### src/rtl/tick_pkg.sv
package tick_pkg;
  typedef enum logic [1:0] {
    RD_ABS   = 2'b00,
    RD_DELTA = 2'b01,
    RD_LOW   = 2'b10,
    RD_HIGH  = 2'b11
  } rd_mode_e;
endpackage

### src/rtl/tick_count.sv
module tick_count #(
  parameter int unsigned CNT_W = 64
) (
  input  logic             clk_i,
  input  logic             rst_ni,
  output logic [CNT_W-1:0] cnt_o
);
  logic [CNT_W-1:0] cnt_q;

  always_ff @(posedge clk_i or negedge rst_ni) begin
    if (!rst_ni) cnt_q <= '0;
    else         cnt_q <= cnt_q + CNT_W'(1);
  end

  assign cnt_o = cnt_q;

  // unit step, wrapping modulo 2^CNT_W
  p_count_step_r2: assert property (@(posedge clk_i) disable iff (!rst_ni)
    1'b1 |=> cnt_q == CNT_W'($past(cnt_q) + CNT_W'(1)));
endmodule

### src/rtl/tick_delta.sv
module tick_delta #(
  parameter int unsigned CNT_W = 64
) (
  input  logic             clk_i,
  input  logic             rst_ni,
  input  logic             take_i,
  input  logic [CNT_W-1:0] sample_i,
  output logic [CNT_W-1:0] delta_o
);
  logic [CNT_W-1:0] ref_q;

  always_ff @(posedge clk_i or negedge rst_ni) begin
    if (!rst_ni)     ref_q <= '0;
    else if (take_i) ref_q <= sample_i;
  end

  // modulo subtraction covers wrap
  assign delta_o = sample_i - ref_q;

  p_ref_hold_r5: assert property (@(posedge clk_i) disable iff (!rst_ni)
    !take_i |=> $stable(ref_q));
endmodule

### src/rtl/tick_split.sv
module tick_split #(
  parameter int unsigned CNT_W = 64
) (
  input  logic             clk_i,
  input  logic             rst_ni,
  input  logic             latch_i,
  input  logic [CNT_W-1:0] sample_i,
  output logic [CNT_W-1:0] lo_o,
  output logic [CNT_W-1:0] hi_o
);
  localparam int unsigned HALF_W = CNT_W / 2;

  logic [HALF_W-1:0] hi_q;

  always_ff @(posedge clk_i or negedge rst_ni) begin
    if (!rst_ni)      hi_q <= '0;
    else if (latch_i) hi_q <= sample_i[CNT_W-1:HALF_W];
  end

  assign lo_o = {{(CNT_W-HALF_W){1'b0}}, sample_i[HALF_W-1:0]};
  assign hi_o = {{(CNT_W-HALF_W){1'b0}}, hi_q};

  p_hi_hold_r8: assert property (@(posedge clk_i) disable iff (!rst_ni)
    !latch_i |=> $stable(hi_q));
endmodule

### src/rtl/tick_delta_timer.sv
module tick_delta_timer
  import tick_pkg::*;
#(
  parameter int unsigned CNT_W = 64
) (
  input  logic             clk_i,
  input  logic             rst_ni,
  input  logic             rd_req_i,
  input  logic [1:0]       rd_mode_i,
  output logic [CNT_W-1:0] rd_data_o,
  output logic             rd_valid_o
);
  localparam int unsigned HALF_W = CNT_W / 2;

  rd_mode_e         mode;
  logic [CNT_W-1:0] cnt;
  logic [CNT_W-1:0] delta;
  logic [CNT_W-1:0] lo_word;
  logic [CNT_W-1:0] hi_word;
  logic [CNT_W-1:0] result;
  logic [CNT_W-1:0] data_q;
  logic             valid_q;

  assign mode = rd_mode_e'(rd_mode_i);

  tick_count #(.CNT_W(CNT_W)) u_count (
    .clk_i (clk_i),
    .rst_ni(rst_ni),
    .cnt_o (cnt)
  );

  tick_delta #(.CNT_W(CNT_W)) u_delta (
    .clk_i   (clk_i),
    .rst_ni  (rst_ni),
    .take_i  (rd_req_i && mode == RD_DELTA),
    .sample_i(cnt),
    .delta_o (delta)
  );

  tick_split #(.CNT_W(CNT_W)) u_split (
    .clk_i   (clk_i),
    .rst_ni  (rst_ni),
    .latch_i (rd_req_i && mode == RD_LOW),
    .sample_i(cnt),
    .lo_o    (lo_word),
    .hi_o    (hi_word)
  );

  always_comb begin
    unique case (mode)
      RD_ABS:   result = cnt;
      RD_DELTA: result = delta;
      RD_LOW:   result = lo_word;
      RD_HIGH:  result = hi_word;
      default:  result = cnt;
    endcase
  end

  always_ff @(posedge clk_i or negedge rst_ni) begin
    if (!rst_ni) begin
      data_q  <= '0;
      valid_q <= 1'b0;
    end else begin
      valid_q <= rd_req_i;
      if (rd_req_i) data_q <= result;
    end
  end

  assign rd_data_o  = data_q;
  assign rd_valid_o = valid_q;

  p_valid_req_r6: assert property (@(posedge clk_i) disable iff (!rst_ni)
    rd_req_i |=> rd_valid_o);
  p_valid_idle_r6: assert property (@(posedge clk_i) disable iff (!rst_ni)
    !rd_req_i |=> !rd_valid_o);
  p_data_hold_r6: assert property (@(posedge clk_i) disable iff (!rst_ni)
    !rd_req_i |=> $stable(rd_data_o));
  p_half_zext_r7: assert property (@(posedge clk_i) disable iff (!rst_ni)
    (rd_req_i && rd_mode_i[1]) |=> rd_data_o[CNT_W-1:HALF_W] == '0);
endmodule

### config.mk
export PLATFORM = sky130hd
export DESIGN_NAME = tick_delta_timer
export DESIGN_NICKNAME = d
export VERILOG_FILES = /design/src/rtl/tick_pkg.sv /design/src/rtl/tick_count.sv /design/src/rtl/tick_delta.sv /design/src/rtl/tick_split.sv /design/src/rtl/tick_delta_timer.sv
export SDC_FILE = /design/constraint.sdc
export NUM_CORES = 1
export LEC_CHECK = 0
export BUFFER_PORTS_ARGS = -buffer_cell sky130_fd_sc_hd__buf_4
export CELL_PAD_IN_SITES_DETAIL_PLACEMENT = 1
export CELL_PAD_IN_SITES_GLOBAL_PLACEMENT = 1
export CORE_ASPECT_RATIO = 0.5
export CORE_MARGIN = 2
export CORE_UTILIZATION = 48
export CTS_CLUSTER_DIAMETER = 80
export DETAILED_ROUTE_END_ITERATION = 10
export PLACE_DENSITY = 0.78
export SYNTH_ARGS = -nofsm -noshare
export SYNTH_HDL_FRONTEND = slang
export SYNTH_SLANG_ARGS = --single-unit
### constraint.sdc
create_clock -name clk_i -period 3.7 [get_ports clk_i]
set_clock_uncertainty 0.1 [all_clocks]
set_input_delay 0.37 -clock clk_i [delete_from_list [all_inputs] [get_ports clk_i]]
set_output_delay 0.37 -clock clk_i [all_outputs]
set_load 0.005 [all_outputs]
==> reports/metrics.cfg <==
[routing]
drt_iter0_drc=931
wirelength_mm=46.09
via_per_inst=6.018
num_vias=11844
postRouteAntennaNets=0
wire_per_inst_um=23.42
firstDrtPassIters=5
remaining_drc_errors=0

[cells_and_area]
fin_nets=1648
fin_area_um2=15410
instances_no_fill=1968
syn_to_final_growth_pct=14.63
drive_gt1_share_pct=14.06
insertedDiodeCount=0
num-fill-cells=3193

[synthesis]
yosys_warnings=0
netlist_top_cells_area=dfrtp_1, ha_1, xnor2_1, nand2_1, o21ai_0
synth_top_area_cell=dfrtp_1
ys_async_sr_fraction_pct=100.0
syn_avg_cell_area_um2=8.950
yosysSeqAreaShare_pct=41.88
yosysUniqueCellTypes=77
synth_flop_cell=dfrtp_1
synthesis.area_um2=13440
syn-num-nets=1572
synth_cells=1502
yosys.area.top_type_share_pct=41.88
synth_seq_cells=225
synth-edff-count=0

[clock_network]
clkTransAtPathRegs_ns=0.06
numCtsBuffers=23
cts.sinks=225
clockBufferDepth=3
htreeDepth=1
clk_latency_ns=0.54
cts_tree=yes
clock-root-buffer=clkbuf_16

[timing]
fmax_mhz=278.3
layout_min_cycle_time_ns=3.593
finalHoldViolations=0
finalSetupViolCount=0
fin_crit_sh_pct=97.12
rsz0062_at_grt=no
drv_slew=0
max_slew.worst_pin.slew_ns=0.8472
fin_setup_tns_ns=0
slew_headroom_pct=43.38

[grt]
grt_pass1_wl_mm=72.25
grt-ovfl-total=0
grt_pass1_vias=12408
track_usage_pct=32.01
antenna_found_initial=0
grt_max_degree=101

[floorplanning]
floorplan.die_area_um2=29440
io_pins=70
initial_utilization_pct=48.71
rows=43
dieHeight_um=122.3
die_w_um=240.7
core_region_area_um2=27600

[pwr]
p_leak_nw=7.484
powerDensity_nw_per_um2=385.3
ir_drop_mv=0.3096

[run_status]
status=finished, final reports clean

[setup_path]
crit_buf_inv=1
crit_family=compound AO/OA/AOI/OAI gates
critPathRequiredTime_ns=3.98
slowest_delay_ns=0.48
path_max_fanout=8
end_kind=flop
crit_path_start_kind=flop
critical_path.cell_chain=ha_1 > a21oi_1 > o21ai_1 > a21oi_1 > o31ai_1 > buf_4 > a2111oi_4 > a21oi_4 > a31oi_4 > o31ai_1 > xnor2_1 > o22ai_1
critPathKind=reg2reg
critPathArrivalTime_ns=3.87
crit_slowest_cell=ha_1

[hold_path]
hold_class=in2reg

[place]
dpl-instance-area_um2=14640
numPortBuffers=69
place_inst=1934
detailed_place_hpwl_mm=33.65
gp_congestion=0.9804

[job]
maxCapViolations=0

==> registers in the layout (all words and copies together), names as in the netlist <==
name	count
rd_data_o	64
rd_valid_o	1
u_count.cnt_o	64
u_split.hi_q	32
u_delta.ref_q	64
==> per-stage QoR <==
step                worst slack (ns)  power, mW  hold WS (ns)  utilization (%)
floorplan                     0.4525      3.159      -0.02559                -
global placement              0.2130      3.540        0.2813            53.05
detailed placement           0.07705      3.560        0.2875            53.05
CTS                          0.05789      5.965        0.2809            55.71
global route                 0.01468      6.143        0.3025            55.83
finish                        0.1067      5.937        0.2688            55.83
==> power breakdown <==
| part | total, mW | switching [mW] | internal [mW] |
|---|---|---|---|
| clock | 2.41 | 1.04 | 1.37 |
| sequential | 2.60 | 0.0557 | 2.55 |
| combinational | 0.930 | 0.537 | 0.393 |
==> layout by cell type (no fill, tap or decap), types with 8 or more instances in the layout <==
cell type and count:
clkbuf_16 23, nand4_1 25, nor2_1 73, and3_1 30, a221o_1 9, dfrtp_1 225
o211a_1 8, a21o_1 26, buf_4 128, nor3_1 13, o22ai_1 8, o211ai_1 35
nor2b_1 9, ha_1 64, xor2_1 34, mux2i_1 8, nand3_1 45, nand2b_1 10
o21ai_0 138, xnor2_1 85, a21oi_1 113, o21bai_1 17, nand2_1 195, inv_1 103
mux2_2 29, and2_1 10
==> synthesized netlist by cell type (5+ instances only) <==
library cell,n
a211oi_1,5
a21o_1,26
a21oi_1,113
a221o_1,9
a221oi_1,7
a22oi_1,5
and2_1,10
and3_1,30
buf_1,5
buf_2,7
clkbuf_1,67
dfrtp_1,225
ha_1,64
inv_1,103
mux2_2,29
mux2i_1,8
nand2_1,195
nand2b_1,10
nand3_1,45
nand4_1,25
nor2_1,75
nor2b_1,9
nor3_1,13
o211a_1,8
o211ai_1,35
o21a_1,7
o21ai_0,138
o21ai_1,5
o21bai_1,17
o22ai_1,8
o2bb2ai_1,7
or3_1,6
xnor2_1,85
xor2_1,34
==> metal layers <==
layer | part of all wire [%] | vias to the layer above | global-route usage, %
met5 | 0 | - | 0
met4 | 2.3 | 0 | 7.958
met3 | 5.1 | 68 | 4.004
met2 | 46 | 306 | 52.86
met1 | 46 | 6083 | 44.91
li1 | - | 5387 | -
==> worst register-to-register path, stage by stage, from the launching register on <==
cell	delay, ns
dfrtp_1	0.45
ha_1	0.48
a21oi_1	0.13
o21ai_1	0.24
a21oi_1	0.13
o31ai_1	0.40
buf_4	0.21
a2111oi_4	0.05
a21oi_4	0.31
a31oi_4	0.17
o31ai_1	0.48
xnor2_1	0.19
o22ai_1	0.09
==> worst paths after layout <==
| path | startpoint | endpoint | slack (ns) | depth (start not counted) |
|---|---|---|---|---|
| max in group asynchronous | rst_ni | rd_data_o[55] | 2.27 | 3 |
| min in group asynchronous | rst_ni | u_delta.ref_q[15] | 0.28 | 2 |
| min reg2reg | u_count.cnt_o[0] | u_count.cnt_o[0] | 0.37 | 1 |
| max | u_count.cnt_o[22] | rd_data_o[61] | 0.11 | 12 |
| min | rd_req_i | rd_data_o[3] | 0.27 | 2 |
| max reg2reg | u_count.cnt_o[22] | rd_data_o[61] | 0.11 | 12 |
==> what timing repair did <==
action | in CTS | in global routing
setup endpoints to repair | 0 | 11
resized for setup | 0 | 6
setup buffers | 0 | 0
hold buffers | 1 | 0
endpoints found under the hold margin | 73 | 0
==> kinds of logic after synthesis <==
kind of cell    after synthesis  share of synthesized area [%]
compound gates              430                          20.63
xor+xnor                    119                          7.753
fa+ha+maj                    65                          6.106
buf+inv                     185                          5.296
flops                       225                          41.88
mux                          38                          3.137
simple gates                440                          15.19
==> final cells by class <==
class                           instances  area (um^2)  share of cell area (%)
Multi-Input combinational cell       1092         7144                   46.36
Timing Repair Buffer                  133         1046                   6.788
Inverter                              103        386.6                   2.509
Clock inverter                          7        117.6                  0.7632
Tap cell                              382        478.0                   3.102
Clock buffer                           26        606.8                   3.938
Sequential cell                       225         5630                   36.54
(Power assumes the default switching activity.)
